===== src/rtl/spi_dr_pkg.sv =====
package spi_dr_pkg;
  localparam int BYTE_W = 8;

  typedef enum logic [1:0] {
    RATE_DIV4   = 2'd0,
    RATE_DIV16  = 2'd1,
    RATE_DIV64  = 2'd2,
    RATE_DIV128 = 2'd3
  } rate_e;

  typedef struct packed {
    logic [1:0] rate;
    logic       irq_en;
    logic       lsb_first;
    logic       cpha;
    logic       cpol;
    logic       master;
    logic       enable;
  } ctrl_t;

  // System clock cycles per SCK half period.
  function automatic int unsigned half_period(input logic [1:0] rate);
    case (rate_e'(rate))
      RATE_DIV4:  half_period = 2;
      RATE_DIV16: half_period = 8;
      RATE_DIV64: half_period = 32;
      default:    half_period = 64;
    endcase
  endfunction

  function automatic logic [BYTE_W-1:0] shift_in(input logic [BYTE_W-1:0] sr,
                                                 input logic b, input logic lsb);
    shift_in = lsb ? {b, sr[BYTE_W-1:1]} : {sr[BYTE_W-2:0], b};
  endfunction

  function automatic logic out_bit(input logic [BYTE_W-1:0] sr, input logic lsb);
    out_bit = lsb ? sr[0] : sr[BYTE_W-1];
  endfunction
endpackage


===== src/rtl/spi_dr_sync.sv =====
module spi_dr_sync #(
  parameter int             N       = 3,
  parameter int             STAGES  = 2,
  parameter logic [N-1:0]   RST_VAL = '0
) (
  input  logic         clk,
  input  logic         rst_n,
  input  logic [N-1:0] d,
  output logic [N-1:0] q
);
  logic [N-1:0] pipe [STAGES];

  for (genvar g = 0; g < STAGES; g++) begin : g_stage
    if (g == 0) begin : g_first
      always_ff @(posedge clk or negedge rst_n)
        if (!rst_n) pipe[g] <= RST_VAL;
        else        pipe[g] <= d;
    end else begin : g_next
      always_ff @(posedge clk or negedge rst_n)
        if (!rst_n) pipe[g] <= RST_VAL;
        else        pipe[g] <= pipe[g-1];
    end
  end

  assign q = pipe[STAGES-1];
endmodule


===== src/rtl/spi_dr_prescaler.sv =====
module spi_dr_prescaler import spi_dr_pkg::*; #(
  parameter int MAX_HALF = 64
) (
  input  logic       clk,
  input  logic       rst_n,
  input  logic       run,
  input  logic [1:0] rate,
  output logic       tick
);
  localparam int CNT_W = $clog2(MAX_HALF);

  logic [CNT_W-1:0] cnt;
  logic [CNT_W-1:0] limit;

  assign limit = CNT_W'(half_period(rate) - 1);
  assign tick  = run && (cnt == limit);

  always_ff @(posedge clk or negedge rst_n)
    if (!rst_n)            cnt <= '0;
    else if (!run || tick) cnt <= '0;
    else                   cnt <= cnt + 1'b1;

  AST_TICK_GAP: assert property (@(posedge clk) disable iff (!rst_n)
    tick |=> !tick);
endmodule


===== src/rtl/spi_dr_engine.sv =====
module spi_dr_engine import spi_dr_pkg::*; (
  input  logic              clk,
  input  logic              rst_n,
  input  logic              clr,
  input  logic              load,
  input  logic [BYTE_W-1:0] load_data,
  input  logic              strobe,
  input  logic              cpha,
  input  logic              lsb,
  input  logic              din,
  output logic              dout,
  output logic              half,
  output logic              busy,
  output logic              done,
  output logic [BYTE_W-1:0] rx_next
);
  localparam int EDGES = 2 * BYTE_W;
  localparam int CW    = $clog2(EDGES);

  logic [BYTE_W-1:0] sr;
  logic              latch;
  logic [CW-1:0]     cnt;
  logic              lead;
  logic              last;

  assign lead    = ~cnt[0];
  assign last    = (cnt == CW'(EDGES - 1));
  assign rx_next = shift_in(sr, cpha ? din : latch, lsb);
  assign dout    = out_bit(sr, lsb);
  assign half    = cnt[0];
  assign busy    = (cnt != '0);
  assign done    = strobe && last && !clr;

  always_ff @(posedge clk or negedge rst_n)
    if (!rst_n)      cnt <= '0;
    else if (clr)    cnt <= '0;
    else if (strobe) cnt <= last ? '0 : cnt + 1'b1;

  always_ff @(posedge clk or negedge rst_n) begin
    if (!rst_n) begin
      sr    <= '0;
      latch <= 1'b0;
    end else if (load) begin
      sr    <= load_data;
      latch <= 1'b0;
    end else if (strobe && !clr) begin
      if (!cpha) begin
        if (lead) latch <= din;
        else      sr    <= shift_in(sr, latch, lsb);
      end else begin
        if (lead) begin
          if (cnt != '0) sr <= shift_in(sr, latch, lsb);
        end else begin
          latch <= din;
          if (last) sr <= rx_next;
        end
      end
    end
  end

  AST_BYTE_RESTARTS: assert property (@(posedge clk) disable iff (!rst_n)
    done |=> !busy);
  AST_LOAD_ONLY_IDLE: assert property (@(posedge clk) disable iff (!rst_n)
    load |-> !busy);
endmodule


===== src/rtl/spi_dualrole.sv =====
module spi_dualrole import spi_dr_pkg::*; (
  input  logic       clk,
  input  logic       rst_n,
  input  logic [1:0] reg_addr,
  input  logic       reg_wr,
  input  logic [7:0] reg_wdata,
  output logic [7:0] reg_rdata,
  output logic       irq,
  input  logic       sck_i,
  output logic       sck_o,
  output logic       sck_oe,
  input  logic       mosi_i,
  output logic       mosi_o,
  output logic       mosi_oe,
  input  logic       miso_i,
  output logic       miso_o,
  output logic       miso_oe,
  input  logic       ss_n_i
);
  localparam logic [1:0] ADDR_CTRL = 2'd0;
  localparam logic [1:0] ADDR_STAT = 2'd1;
  localparam logic [1:0] ADDR_DATA = 2'd2;

  ctrl_t             ctrl;
  logic              done_flag, wcol_flag, m_busy;
  logic [BYTE_W-1:0] rx_buf;

  logic sck_s, ss_s, mosi_s, sck_q;
  logic is_master, is_slave, slave_sel;
  logic wr_ctrl, wr_stat, wr_data, wcol_evt, load, start;
  logic tick, slave_edge, strobe, eng_clr, eng_din;
  logic eng_dout, eng_half, eng_busy, eng_done, busy_all;
  logic [BYTE_W-1:0] eng_rx;

  spi_dr_sync #(.N(3), .STAGES(2), .RST_VAL(3'b010)) u_sync (
    .clk(clk), .rst_n(rst_n),
    .d({sck_i, ss_n_i, mosi_i}), .q({sck_s, ss_s, mosi_s}));

  always_ff @(posedge clk or negedge rst_n)
    if (!rst_n) sck_q <= 1'b0;
    else        sck_q <= sck_s;

  assign is_master  = ctrl.enable &  ctrl.master;
  assign is_slave   = ctrl.enable & ~ctrl.master;
  assign slave_sel  = is_slave & ~ss_s;
  assign busy_all   = m_busy | eng_busy;

  assign wr_ctrl    = reg_wr && (reg_addr == ADDR_CTRL);
  assign wr_stat    = reg_wr && (reg_addr == ADDR_STAT);
  assign wr_data    = reg_wr && (reg_addr == ADDR_DATA);
  assign wcol_evt   = wr_data && ctrl.enable && busy_all;
  assign load       = wr_data && ctrl.enable && !busy_all;
  assign start      = load && is_master;

  spi_dr_prescaler #(.MAX_HALF(64)) u_presc (
    .clk(clk), .rst_n(rst_n), .run(m_busy), .rate(ctrl.rate), .tick(tick));

  assign slave_edge = slave_sel & (sck_s ^ sck_q);
  assign strobe     = is_master ? tick : slave_edge;
  assign eng_clr    = ~ctrl.enable | (~ctrl.master & ss_s);
  assign eng_din    = is_master ? miso_i : mosi_s;

  spi_dr_engine u_eng (
    .clk(clk), .rst_n(rst_n), .clr(eng_clr), .load(load), .load_data(reg_wdata),
    .strobe(strobe), .cpha(ctrl.cpha), .lsb(ctrl.lsb_first), .din(eng_din),
    .dout(eng_dout), .half(eng_half), .busy(eng_busy), .done(eng_done),
    .rx_next(eng_rx));

  always_ff @(posedge clk or negedge rst_n) begin
    if (!rst_n) begin
      ctrl      <= '0;
      m_busy    <= 1'b0;
      done_flag <= 1'b0;
      wcol_flag <= 1'b0;
      rx_buf    <= '0;
    end else begin
      if (wr_ctrl) ctrl <= ctrl_t'(reg_wdata);

      if (!is_master)    m_busy <= 1'b0;
      else if (start)    m_busy <= 1'b1;
      else if (eng_done) m_busy <= 1'b0;

      if (eng_done)                     done_flag <= 1'b1;
      else if (wr_stat && reg_wdata[0]) done_flag <= 1'b0;

      if (wcol_evt)                     wcol_flag <= 1'b1;
      else if (wr_stat && reg_wdata[1]) wcol_flag <= 1'b0;

      if (eng_done) rx_buf <= eng_rx;
    end
  end

  always_comb begin
    case (reg_addr)
      ADDR_CTRL: reg_rdata = ctrl;
      ADDR_STAT: reg_rdata = {5'b0, busy_all, wcol_flag, done_flag};
      ADDR_DATA: reg_rdata = rx_buf;
      default:   reg_rdata = '0;
    endcase
  end

  assign irq     = done_flag & ctrl.irq_en;
  assign sck_o   = ctrl.cpol ^ eng_half;
  assign sck_oe  = is_master;
  assign mosi_o  = eng_dout;
  assign mosi_oe = is_master;
  assign miso_o  = eng_dout;
  assign miso_oe = slave_sel;

  AST_OFF_RELEASES: assert property (@(posedge clk) disable iff (!rst_n)
    !ctrl.enable |-> !(sck_oe || mosi_oe || miso_oe));
  AST_SCK_IDLE_LEVEL: assert property (@(posedge clk) disable iff (!rst_n)
    (is_master && !busy_all) |-> (sck_o == ctrl.cpol));
  AST_ROLE_EXCLUSIVE: assert property (@(posedge clk) disable iff (!rst_n)
    miso_oe |-> (!mosi_oe && !sck_oe));
  AST_DESELECT_RESTS: assert property (@(posedge clk) disable iff (!rst_n)
    (is_slave && ss_s) |=> !eng_busy);
  AST_DONE_SETS_FLAG: assert property (@(posedge clk) disable iff (!rst_n)
    eng_done |=> done_flag);
  AST_WCOL_SETS_FLAG: assert property (@(posedge clk) disable iff (!rst_n)
    wcol_evt |=> wcol_flag);
  AST_DONE_CLEAR_BY_W1C: assert property (@(posedge clk) disable iff (!rst_n)
    $fell(done_flag) |-> $past(wr_stat && reg_wdata[0]));
endmodule


===== config.mk =====
export PLATFORM = sky130hd
export DESIGN_NAME = spi_dualrole
export DESIGN_NICKNAME = d
export VERILOG_FILES = /design/src/rtl/spi_dr_pkg.sv /design/src/rtl/spi_dr_sync.sv /design/src/rtl/spi_dr_prescaler.sv /design/src/rtl/spi_dr_engine.sv /design/src/rtl/spi_dualrole.sv
export SDC_FILE = /design/constraint.sdc
export NUM_CORES = 1
export LEC_CHECK = 0
export ABC_AREA = 1
export CORE_ASPECT_RATIO = 1.4
export CORE_MARGIN = 2
export CORE_UTILIZATION = 55
export DETAILED_ROUTE_END_ITERATION = 12
export GPL_TIMING_DRIVEN = 0
export PLACE_DENSITY = 0.77
export SLEW_MARGIN = 30
export SYNTH_ARGS = -nofsm -noshare
export SYNTH_HDL_FRONTEND = slang
export SYNTH_SLANG_ARGS = --single-unit

===== constraint.sdc =====
create_clock -name clk -period 4.1 [get_ports clk]
set_clock_uncertainty 0.05 [all_clocks]
set_input_delay 1.025 -clock clk [delete_from_list [all_inputs] [get_ports clk]]
set_output_delay 1.025 -clock clk [all_outputs]
set_load 0.05 [all_outputs]

# After elaboration in Yosys (flattened, before gate mapping)
# Cells that the tools add are included.
[totals]
ff_bits = 45
latch_bits = 0
ram_bits = 0
mem_bits_ro = 0
in_bits = 17
out_inout_bits = 15
word_cells = 103
memories = 0
[op_classes]
n_addsub = 3
multipliers = 0
n_div = 0
order_cmp = 0
n_eq_ne = 10
n_shift = 0
mux = 31
bitwise_logic = 13
reduce_logical = 28
[ops]
columns = ["op", "n"]
rows = [
  ["$mux 8", 9],
  ["$pmux 8 s3", 1],
  ["$pmux 6 s3", 1],
  ["$mux 1", 16],
  ["$logic_and 1x1->1", 13],
  ["$mux 4", 3],
  ["$reduce_bool 2->1", 4],
  ["$add 6x1->6 const B", 1],
  ["$and 1x1->1", 6],
  ["$eq 6x6->1", 1],
  ["$mux 6", 1],
  ["$ne 3x1->1 const B", 2],
  ["$reduce_bool 3->1", 2],
  ["$sub 6x1->6 const B", 1],
  ["$add 4x1->4 const B", 1],
  ["$eq 2x1->1 const B", 2],
  ["$eq 2x2->1 const B", 2],
  ["$eq 4x4->1 const B", 1],
  ["$logic_not 2->1", 2],
  ["$ne 4x4->1 const B", 1],
  ["$reduce_and 4->1", 1],
  ["$reduce_bool 4->1", 1],
  ["$logic_not 1->1", 3],
  ["$ne 3x3->1 const B", 1],
  ["other kinds (5)", 9],
]

# Longest topological paths before layout
# Gate-level depths: netlist (run 1).
[logic_depth]
word_depth = 11
depth_mapped = 10

# Hierarchy
# A second synthesis (run 1) with hierarchy kept.
[hier_totals]
hier_cells = 343
area_unflattened_um2 = 2532.4
[modules_own_cells]
columns = ["mod", "instances", "cells_per_inst", "area_each_um2", "seq_area_each_um2"]
rows = [
  ["spi_dualrole", 1, 130, 1031.0, 500.5],
  ["spi_dr_engine", 1, 147, 927.1, 325.3],
  ["spi_dr_prescaler", 1, 57, 399.1, 150.1],
  ["spi_dr_sync", 1, 9, 175.2, 152.6],
]

# Worst setup path before layout (run 1)
# OpenSTA, ideal clock, no wires.
[synth_path]
kind = "in2out"
startpoint = "input reg_addr[0]"
endpoint = "output reg_rdata[3]"
t_arrival_ps = 2449
t_required_ps = 3025
setup_slack_ps = 576
stages = 3
path_buffers = 0
cell_sequence = "nor2_1 inv_1 o21ai_0"
[synth_via]
elab_chain_cells = 2
elab_cells_between_ends = 4
cone_classes = "eq/ne (2); mux (1); reduce/logical (1)"
[synth_rtl]
columns = ["item", "line", "rtl"]
rows = [
  ["start: declaration", "spi_dualrole.sv:4", "input logic [1:0] reg_addr,"],
  ["$eq 2x2->1 (tied with other cells)", "spi_dualrole.sv:94", "case (reg_addr)"],
  ["$pmux 8 s3 (*)", "spi_dualrole.sv:94", ""],
  ["end: declaration", "spi_dualrole.sv:7", "output logic [7:0] reg_rdata,"],
]
# Mark *: on every way between the ends. The rest lies on a longest branch, timed or not.

# Worst setup path after layout (run 1)
[layout_path]
startpoint = "input reg_addr[1]"
endpoint = "output reg_rdata[2]"
# The elaborated chain is that of the path after synthesis.

==> results of run 1 <==
==> worst paths after layout <==
| path | startpoint | end | slack, ps | cells past startpoint |
|---|---|---|---|---|
| max in group asynchronous | rst_n | ctrl[7]$_DFFE_PN0P_ | 2940 | 1 |
| hold reg to reg | u_sync.pipe[4]$_DFF_PN1_ | u_sync.q[1]$_DFF_PN1_ | 300 | 0 |
| min in group asynchronous | rst_n | u_sync.q[0]$_DFF_PN0_ | 670 | 1 |
| setup reg to reg | u_eng.cnt[0]$_DFFE_PN0P_ | u_eng.sr[7]$_DFFE_PN0P_ | 2150 | 9 |
| hold / removal | u_sync.pipe[4]$_DFF_PN1_ | u_sync.q[1]$_DFF_PN1_ | 300 | 0 |
| setup / recovery | reg_addr[1] | reg_rdata[2] | 190 | 6 |
==> where the power goes <==
group	internal, mW	switching (mW)	leakage (nW)
registers	0.510	0.0514	0.564
logic	0.154	0.273	0.838
clock network	0.242	0.148	0.0681
==> kinds of logic after synthesis <==
family | share of synthesized area
AND/OR/NAND/NOR | 0.293
buffers and inverters | 0.0898
flip-flops | 0.463
AO/OA/AOI/OAI | 0.104
XOR/XNOR | 0.0216
multiplexers | 0.0139
adder cells (fa/ha/maj) | 0.0154
==> sequential cells by signal (all words and copies together), names as in the netlist <==
signal	count
ctrl	8
rx_buf	8
u_eng.sr	8
u_presc.cnt	6
u_eng.cnt	4
u_sync.pipe	3
u_sync.q	3
done_flag	1
m_busy	1
sck_q	1
u_eng.latch	1
wcol_flag	1
==> cells in the final DEF (no fill, tap or decap) <==
cell type and count:
inv_1 41, a211oi_1 1, dlymetal6s2s_1 1, a21oi_1 7
buf_2 1, clkinv_2 1, nand2_2 1, buf_6 2
nor2_4 2, clkbuf_1 4, nand3_1 21, o21ai_1 1
clkdlybuf4s50_1 25, nor3_2 1, dlygate4sd2_1 4, bufinv_16 2
nor2_1 23, clkbuf_8 5, buf_4 3, or2_2 1
o22ai_1 1, nand2_4 4, mux2_2 3, nand3_2 2
nor3_1 2, o21ai_2 6, nand4_1 2, o21ai_0 19
o221ai_1 2, nor2_2 1, dfstp_2 2, nor3b_1 1
a21oi_2 1, dfrtp_1 43, xor2_1 6, nand2_1 100
a22o_1 2, a22oi_1 1, inv_2 2, ha_1 3
==> synth_stat cells (2+ instances only) <==
cell type and n:
a21oi_1 7, a22o_1 2, buf_4 2, buf_6 2
clkbuf_1 4, dfrtp_1 43, dfstp_2 2, ha_1 3
inv_1 41, inv_2 2, mux2_2 3, nand2_1 100
nand2_4 4, nand3_1 21, nand3_2 2, nand4_1 2
nor2_1 23, nor2_4 2, nor3_1 2, o21ai_0 19
o21ai_2 6, o221ai_1 2, xor2_1 6
==> routing by layer <==
layer  GRT usage  vias up  routed length [um]
met5           0        -                   0
met3      0.0452        9                 217
met1       0.284      980                2170
met4      0.0733        0                  85
li1            -     1053                   -
met2       0.401       49                2800
==> cell type report <==
cell class / instances / share of cell area
plain buffers: 9 / 0.0195
multi-input cells: 214 / 0.369
inverters: 43 / 0.0547
repair buffers: 31 / 0.103
clock inverters: 3 / 0.0220
flip-flops and latches: 45 / 0.382
well taps: 60 / 0.0254
clock buffers: 5 / 0.0233
==> through the flow <==
step	hold WS, ps	setup TNS (ps)
after global routing	310	0
after floorplan	281	0
after global placement	285	-50.8
after CTS	304	0
after detailed placement	290	-134
final	303	0
==> critical path, stage by stage <==
cell and delay, ps:
clkdlybuf4s50_1 500, inv_1 80, nor2_4 210, a22oi_1 130, nand2_1 90, clkdlybuf4s50_1 800
==> what timing repair did <==
| action | in CTS | in global routing |
|---|---|---|
| pin swaps | 0 | 0 |
| endpoints found under the setup margin | 4 | 1 |
| gates resized for setup | 4 | 1 |
| hold buffers | 0 | 0 |
| hold endpoints to repair | 0 | 0 |
==> metrics.md, run 1 <==
| Metric | Value |
|---|---|
| Status | `completed` |
| Hold WC Path Type | `reg2reg` |
| Mapped cell area | `between 2000 and 2500 um2` |
| Total GRT Usage | `0.231` |
| First-pass detailed-route iteration total | `4` |
| Post-synthesis async set-or-reset flop share | `1.00` |
| Clock H-tree levels | `2` |
| Vias/cell | `slightly above 5` |
| DRC Markers | `0` |
| Placer Congestion | `0.910` |
| Peak VDD IR | `roughly 0.00032 V` |
| Initial Util | `0.575` |
| Post-synth top area cell | `dfrtp_1` |
| CTS tree | `yes` |
| Largest buffer count on any clock path | `2` |
| Fill cell count | `approximately 370` |
| Clk_lat worst skew | `about 290 ps` |
| Post-route core utilization | `0.696` |
| PwrDens | `between 400 and 500 nW/um2` |
| Root Buffer | `clkbuf_8` |
| Total CTS buffers | `5` |
| Crit path DAT | `approximately 2800 ps` |
| MaxCap Viol Count | `0` |
| First-pass GRT wire length | `about 8500 um` |
| Final setup fails | `0` |
| Area growth from synthesis to layout | `21.1%` |
| Clock transition at path regs | `~80 ps` |
| Yosys reg bits | `45` |
| Kind of critical path | `in2out` |
| Chip height | `between 80 and 90 um` |
| Placed cell area | `about 2800 um2` |
| IO buf count | `31` |
| CTS sink cnt | `between 40 and 50` |
| Multi-input logic area | `around 1100 um2` |
| Final Worst Setup Slack | `193 ps` |
| Initial drt markers | `a little over 90` |
| Grt ovf | `0` |
| Routed wire length | `5280 um` |
| Post-DRT Antenna Nets | `0` |
| Pre-CTS setup slack | `-54.9 ps` |
| Final design area excluding fillers | `a little under 3000 um2` |
| Diodes inserted | `0` |
| Number of flops mapped to enable cells by yosys | `0` |
| Row cnt | `28` |
| Synthesized netlist cell count | `about 310` |
| Final period util | `0.953` |
| Startpoint Class | `primary input` |
| Worst-path fanout max | `9` |
| Cell Count Post-Placement | `about 400` |
| Ports | `32` |
| Top cell type's share of synthesized area | `0.441` |
| Main synth FF type | `dfrtp_1` |
| Synth Warn # | `0` |
| Tightest Pin Transition | `575 ps` |
| LEAKAGE | `about 1.5 nW` |
| Crit. End Element | `output pin` |
| Initial antenna violation count | `0` |
| Fin nets | `369` |
| Die width | `about 60 um` |
| Reg area | `about 1100 um2` |
| Syn_nets | `331` |
| Relative slew slack | `0.617` |
| Vias in the first global route | `1,911` |
| Final std cells w/o fill | `a little over 400` |
| Pin count of the biggest net entering global routing | `46` |
| Setup bufs post-CTS | `0` |
| Fmax | `about 0.26 GHz` |
| PnR Total Power | `between 1 and 1.5 mW` |
| Avg Inst Size Synth | `between 7 and 8 um2` |
| Register area share after synthesis | `0.463` |
| Slew Limit Fails | `0` |
| WL per Instance | `approximately 13 um` |
| CP required | `approximately 3000 ps` |
| Final Hold Viols | `0` |
| RSZ-0062 raised after global routing | `false` |
| Via Count | `~2,100` |
| Hpwl dp | `4000 um` |
| Final min period | `~3900 ps` |
| Full die area | `between 4000 and 5000 um2` |
| Layout cells sized above 1 | `0.114` |
| Unique masters post-synth | `34` |
| Synth area leaders | `dfrtp_1, nand2_1, inv_1, nand3_1, o21ai_0` |
| CORE AREA | `~4200 um2` |
Note: power is estimated with default switching activity, not from simulation.
==> run 2, diff against run 1 <==
- CTS_BUF_LIST: unset -> sky130_fd_sc_hd__clkbuf_8
- GPL_ROUTABILITY_DRIVEN: unset -> 0
==> metrics.md, run 2 (same netlist as run 1, synthesis figures left out) <==
| Metric | Value |
|---|---|
| Status | `completed` |
| CP required | `~3000 ps` |
| Clk pwr share | `0.213` |
| Crit path cell chain | `clkdlybuf4s50_1 -> inv_1 -> nor2_4 -> a22oi_1 -> nand2_1 -> clkdlybuf4s50_1` |
| Chip height | `roughly 83 um` |
| Relative slew slack | `0.621` |
| Via Count | `2,064` |
| Diodes inserted | `0` |
| First-pass GRT wire length | `8610 um` |
| Initial Util | `0.575` |
| RSZ-0062 raised after global routing | `false` |
| PnR Total Power | `1.26 mW` |
| CTS sink cnt | `45` |
| Area growth from synthesis to layout | `19.1%` |
| Hpwl dp | `about 4000 um` |
| Combinational Power Share | `0.339` |
| WL per Instance | `around 13 um` |
| Most common cell after layout, fill and taps aside | `nand2_1` |
| Fmax | `~0.26 GHz` |
| Worst-path fanout max | `9` |
| Clk_lat worst skew | `300 ps` |
| Full die area | `4990 um2` |
| Final min period | `slightly below 4000 ps` |
| Vias/cell | `just over 5` |
| Pre-CTS setup slack | `-24.9 ps` |
| Final setup fails | `0` |
| CTS tree | `yes` |
| Post-route core utilization | `0.685` |
| Grt ovf | `0` |
| Most used cell, CP | `clkdlybuf4s50_1` |
| Crit. End Element | `output pin` |
| Kind of critical path | `in2out` |
| MaxCap Viol Count | `0` |
| Die width | `60.3 um` |
| Hold WC Path Type | `reg2reg` |
| Final period util | `0.951` |
| Fin nets | `between 300 and 400` |
| Total GRT Usage | `0.236` |
| Row cnt | `28` |
| Cell Count Post-Placement | `~400` |
| Switching share of power | `0.380` |
| Root Buffer | `clkbuf_8` |
| Vias in the first global route | `between 1,500 and 2,000` |
| Sw Pwr | `0.479 mW` |
| Commonest non-fill, non-tap cells in the layout | `nand2_1, dfrtp_1, inv_1` |
| Routed wire length | `5340 um` |
| Pin count of the biggest net entering global routing | `46` |
| First-pass detailed-route iteration total | `4` |
| Pint | `0.781 mW` |
| Flop pwr share | `0.448` |
| CORE AREA | `around 4200 um2` |
| LEAKAGE | `about 1.4 nW` |
| Final std cells w/o fill | `410` |
| Startpoint Class | `primary input` |
| Final Worst Setup Slack | `roughly 200 ps` |
| DRC Markers | `0` |
| Placed cell area | `approximately 2800 um2` |
| Slew Limit Fails | `0` |
| Final design area excluding fillers | `between 2000 and 3000 um2` |
| Clock H-tree levels | `2` |
| Post-DRT Antenna Nets | `0` |
| Layout cells sized above 1 | `0.114` |
| Peak VDD IR | `~0.00036 V` |
| Initial drt markers | `84` |
| Total CTS buffers | `5` |
| Hold Slack | `302 ps` |
| PwrDens | `434 nW/um2` |
| Max incr delay on CP | `roughly 800 ps` |
| Initial antenna violation count | `0` |
| Clock transition at path regs | `90 ps` |
| Largest regs | `ctrl x8, rx_buf x8, u_eng.sr x8` |
| Slowest CP cell | `clkdlybuf4s50_1` |
| Ports | `32` |
| IO buf count | `31` |
| Final Hold Viols | `0` |
| Crit path DAT | `about 2800 ps` |
| Largest buffer count on any clock path | `2` |
| Tightest Pin Transition | `approximately 570 ps` |
| Final setup TNS | `0 ps` |
run 2: changes by cell type in the layout (fill, tap and decap cells not counted), sizes merged:
| cell | before | now |
|---|---|---|
| clkinvlp | 0 | 1 |
| bufinv | 2 | 0 |
| clkinv | 1 | 2 |
run 2: path summary, 6_finish.rpt:
path / depth (start not counted) / slack, ps / start / endpoint
setup / recovery: 6 / 200 / reg_addr[1] / reg_rdata[2]
hold / removal: 0 / 300 / u_sync.pipe[4]$_DFF_PN1_ / u_sync.q[1]$_DFF_PN1_
setup reg to reg: 9 / 2130 / u_eng.cnt[0]$_DFFE_PN0P_ / u_eng.sr[3]$_DFFE_PN0P_
hold reg to reg: 0 / 300 / u_sync.pipe[4]$_DFF_PN1_ / u_sync.q[1]$_DFF_PN1_
max in group asynchronous: 1 / 2950 / rst_n / wcol_flag$_DFFE_PN0P_
min in group asynchronous: 1 / 670 / rst_n / u_sync.q[0]$_DFF_PN0_
run 2: timing repair:
action | 4_1_cts | 5_1_grt
buffers inserted | 0 | 0
gates resized for setup | 4 | 1
endpoints found under the setup margin | 4 | 1
hold buffers | 0 | 0
run 2: worst max-delay path: cells and delay by family:
| family | cells | cell delay [ps] |
|---|---|---|
| AO/OA/AOI/OAI | 1 | 130 |
| buffers and inverters | 3 | 1390 |
| AND/OR/NAND/NOR | 2 | 290 |
run 2: layout make-up:
type | count | area [um2]
Buffer | 9 | 57.6
Clock buffer | 5 | 68.8
Clock inverter | 3 | 17.5
Fill cell | 377 | 1340
Inverter | 43 | 161
Multi-Input combinational cell | 214 | 1090
Sequential cell | 45 | 1130
Tap cell | 60 | 75.1
Timing Repair Buffer | 31 | 305
run 2: power groups by stage:
| stage | Combinational, mW | Sequential (mW) | Clock (mW) |
|---|---|---|---|
| global route | 0.477 | 0.575 | 0.292 |
| global placement | 0.421 | 0.568 | 0 |
| floorplan | 0.311 | 0.556 | 0 |
| CTS | 0.429 | 0.564 | 0.272 |
| detailed placement | 0.427 | 0.573 | 0 |
| finish | 0.427 | 0.565 | 0.268 |
run 2: per-layer routing:
metal | GRT usage | share of wire | up-vias | wire [um]
met4 | 0.0844 | 0.013 | 0 | 72
met1 | 0.286 | 0.40 | 943 | 2150
met2 | 0.418 | 0.53 | 57 | 2820
li1 | - | - | 1055 | -
met5 | 0 | 0 | - | 0
met3 | 0.0327 | 0.055 | 9 | 295
==> run 3, diff against run 2 <==
- SLEW_MARGIN: 30 -> 20
==> metrics.md, run 3 (same netlist as run 1, synthesis figures left out) <==
| Metric | Value |
|---|---|
| CORE AREA | `between 4000 and 5000 um2` |
| First-pass GRT wire length | `between 8000 and 9000 um` |
| Switching share of power | `0.381` |
| Post-route core utilization | `0.690` |
| Clock transition at path regs | `90 ps` |
| Initial drt markers | `approximately 70` |
| Tightest Pin Transition | `between 500 and 600 ps` |
| Vias/cell | `just over 5` |
| WL per Instance | `about 13 um` |
| Setup bufs post-CTS | `0` |
| MaxCap Viol Count | `0` |
| Total CTS buffers | `5` |
| Hold_buf cts | `0` |
| Chip height | `roughly 83 um` |
| Kind of critical path | `in2out` |
| Crit path DAT | `between 2000 and 3000 ps` |
| Final min period | `around 3900 ps` |
| CTS tree | `yes` |
| Final setup TNS | `0 ps` |
| Grt ovf | `0` |
| Total GRT Usage | `0.238` |
| Fmax | `around 0.26 GHz` |
| Routed wire length | `about 5400 um` |
| Final period util | `0.956` |
| Status | `completed` |
| Ports | `32` |
| Final setup fails | `0` |
| IO buf count | `31` |
| DRC Markers | `0` |
| Row cnt | `28` |
| Fin nets | `370` |
| RSZ-0062 raised after global routing | `false` |
| PwrDens | `432 nW/um2` |
| Largest regs | `ctrl x8, rx_buf x8, u_eng.sr x8` |
| Relative slew slack | `0.663` |
| Hpwl dp | `4150 um` |
| Layout cells sized above 1 | `0.117` |
| Clk pwr share | `0.211` |
| Via Count | `2,093` |
| Largest buffer count on any clock path | `2` |
| Clk_lat worst skew | `300 ps` |
| Worst-path fanout max | `9` |
| Crit. End Element | `output pin` |
| Diodes inserted | `0` |
| Most common cell after layout, fill and taps aside | `nand2_1` |
| Vias in the first global route | `between 1,500 and 2,000` |
| Combinational Power Share | `0.342` |
| CTS sink cnt | `45` |
| Post-DRT Antenna Nets | `0` |
| Initial Util | `0.575` |
| Initial antenna violation count | `0` |
| Pin count of the biggest net entering global routing | `33` |
| Full die area | `about 5000 um2` |
| Hold WC Path Type | `reg2reg` |
| Die width | `between 60 and 70 um` |
| Root Buffer | `clkbuf_8` |
| First-pass detailed-route iteration total | `4` |
| Commonest non-fill, non-tap cells in the layout | `nand2_1, dfrtp_1, inv_1` |
| Flop pwr share | `0.447` |
| Peak VDD IR | `0.000321 V` |
| CP required | `between 3000 and 4000 ps` |
| Slew Limit Fails | `0` |
| Final Hold Viols | `0` |
| Area growth from synthesis to layout | `20.0%` |
| Clock H-tree levels | `2` |
| Cell Count Post-Placement | `~400` |
| Pint | `0.783 mW` |
| Sw Pwr | `about 0.48 mW` |
| LEAKAGE | `about 1.5 nW` |
| Startpoint Class | `primary input` |
| Final std cells w/o fill | `around 400` |
[run 3: cell types whose count changed in the layout (fill, tap and decap cells not counted), sizes merged]
cell	previous run	this run
buf	6	7
dlymetal6s2s	1	2
dlygate4sd2	4	3
[run 3: per-layer routing]
metal / vias to the layer above / wire, um / global-route usage
met5: - / 0 / 0
met4: 0 / 91 / 0.104
met3: 9 / 210 / 0.0389
met2: 61 / 2890 / 0.415
met1: 967 / 2240 / 0.284
li1: 1056 / - / -
[run 3: cell type report]
class                           instances  area [um2]
Fill cell                             384        1310
Sequential cell                        45        1130
Multi-Input combinational cell        214        1090
Timing Repair Buffer                   32         327
Inverter                               43         161
Tap cell                               60        75.1
Clock buffer                            5        68.8
Buffer                                  9        57.6
Clock inverter                          3        17.5
[run 3: power groups by stage]
stage               Clock, mW  Combinational [mW]  Sequential [mW]
floorplan                   0               0.311            0.556
detailed placement          0               0.430            0.571
CTS                     0.274               0.433            0.563
finish                  0.267               0.433            0.565
global placement            0               0.421            0.568
global route            0.294               0.478            0.574
[run 3: worst max-delay path: stages]
cell and delay (ps):
clkdlybuf4s50_1 500, inv_1 80, nor2_4 200, a22oi_1 130, nand2_1 100, clkdlybuf4s50_1 800
[run 3: worst paths after layout]
kind / depth (start not counted) / slack (ps) / end / from
setup / recovery: 6 / 180 / reg_rdata[2] / reg_addr[1]
hold reg to reg: 0 / 300 / u_sync.q[1]$_DFF_PN1_ / u_sync.pipe[4]$_DFF_PN1_
max in group asynchronous: 2 / 2890 / u_sync.q[1]$_DFF_PN1_ / rst_n
hold / removal: 0 / 300 / u_sync.q[1]$_DFF_PN1_ / u_sync.pipe[4]$_DFF_PN1_
min in group asynchronous: 1 / 580 / u_sync.q[0]$_DFF_PN0_ / rst_n
setup reg to reg: 9 / 2150 / u_eng.sr[2]$_DFFE_PN0P_ / u_eng.cnt[0]$_DFFE_PN0P_
[run 3: timing repair]
| action | CTS | global route |
|---|---|---|
| resized for setup | 3 | 2 |
| setup endpoints to repair | 3 | 2 |
| hold endpoints to repair | 0 | 0 |
[run 3: stage by stage]
stage,total power [mW],instance area (um2),hold WS (ps),setup WS (ps)
final,1.26,2930,303,179
after floorplan,0.867,2440,281,576
after global placement,0.989,2820,286,-19.3
after detailed placement,1.00,2840,288,-24.3
after global routing,1.35,2930,309,46.3
after CTS,1.27,2920,303,9.84
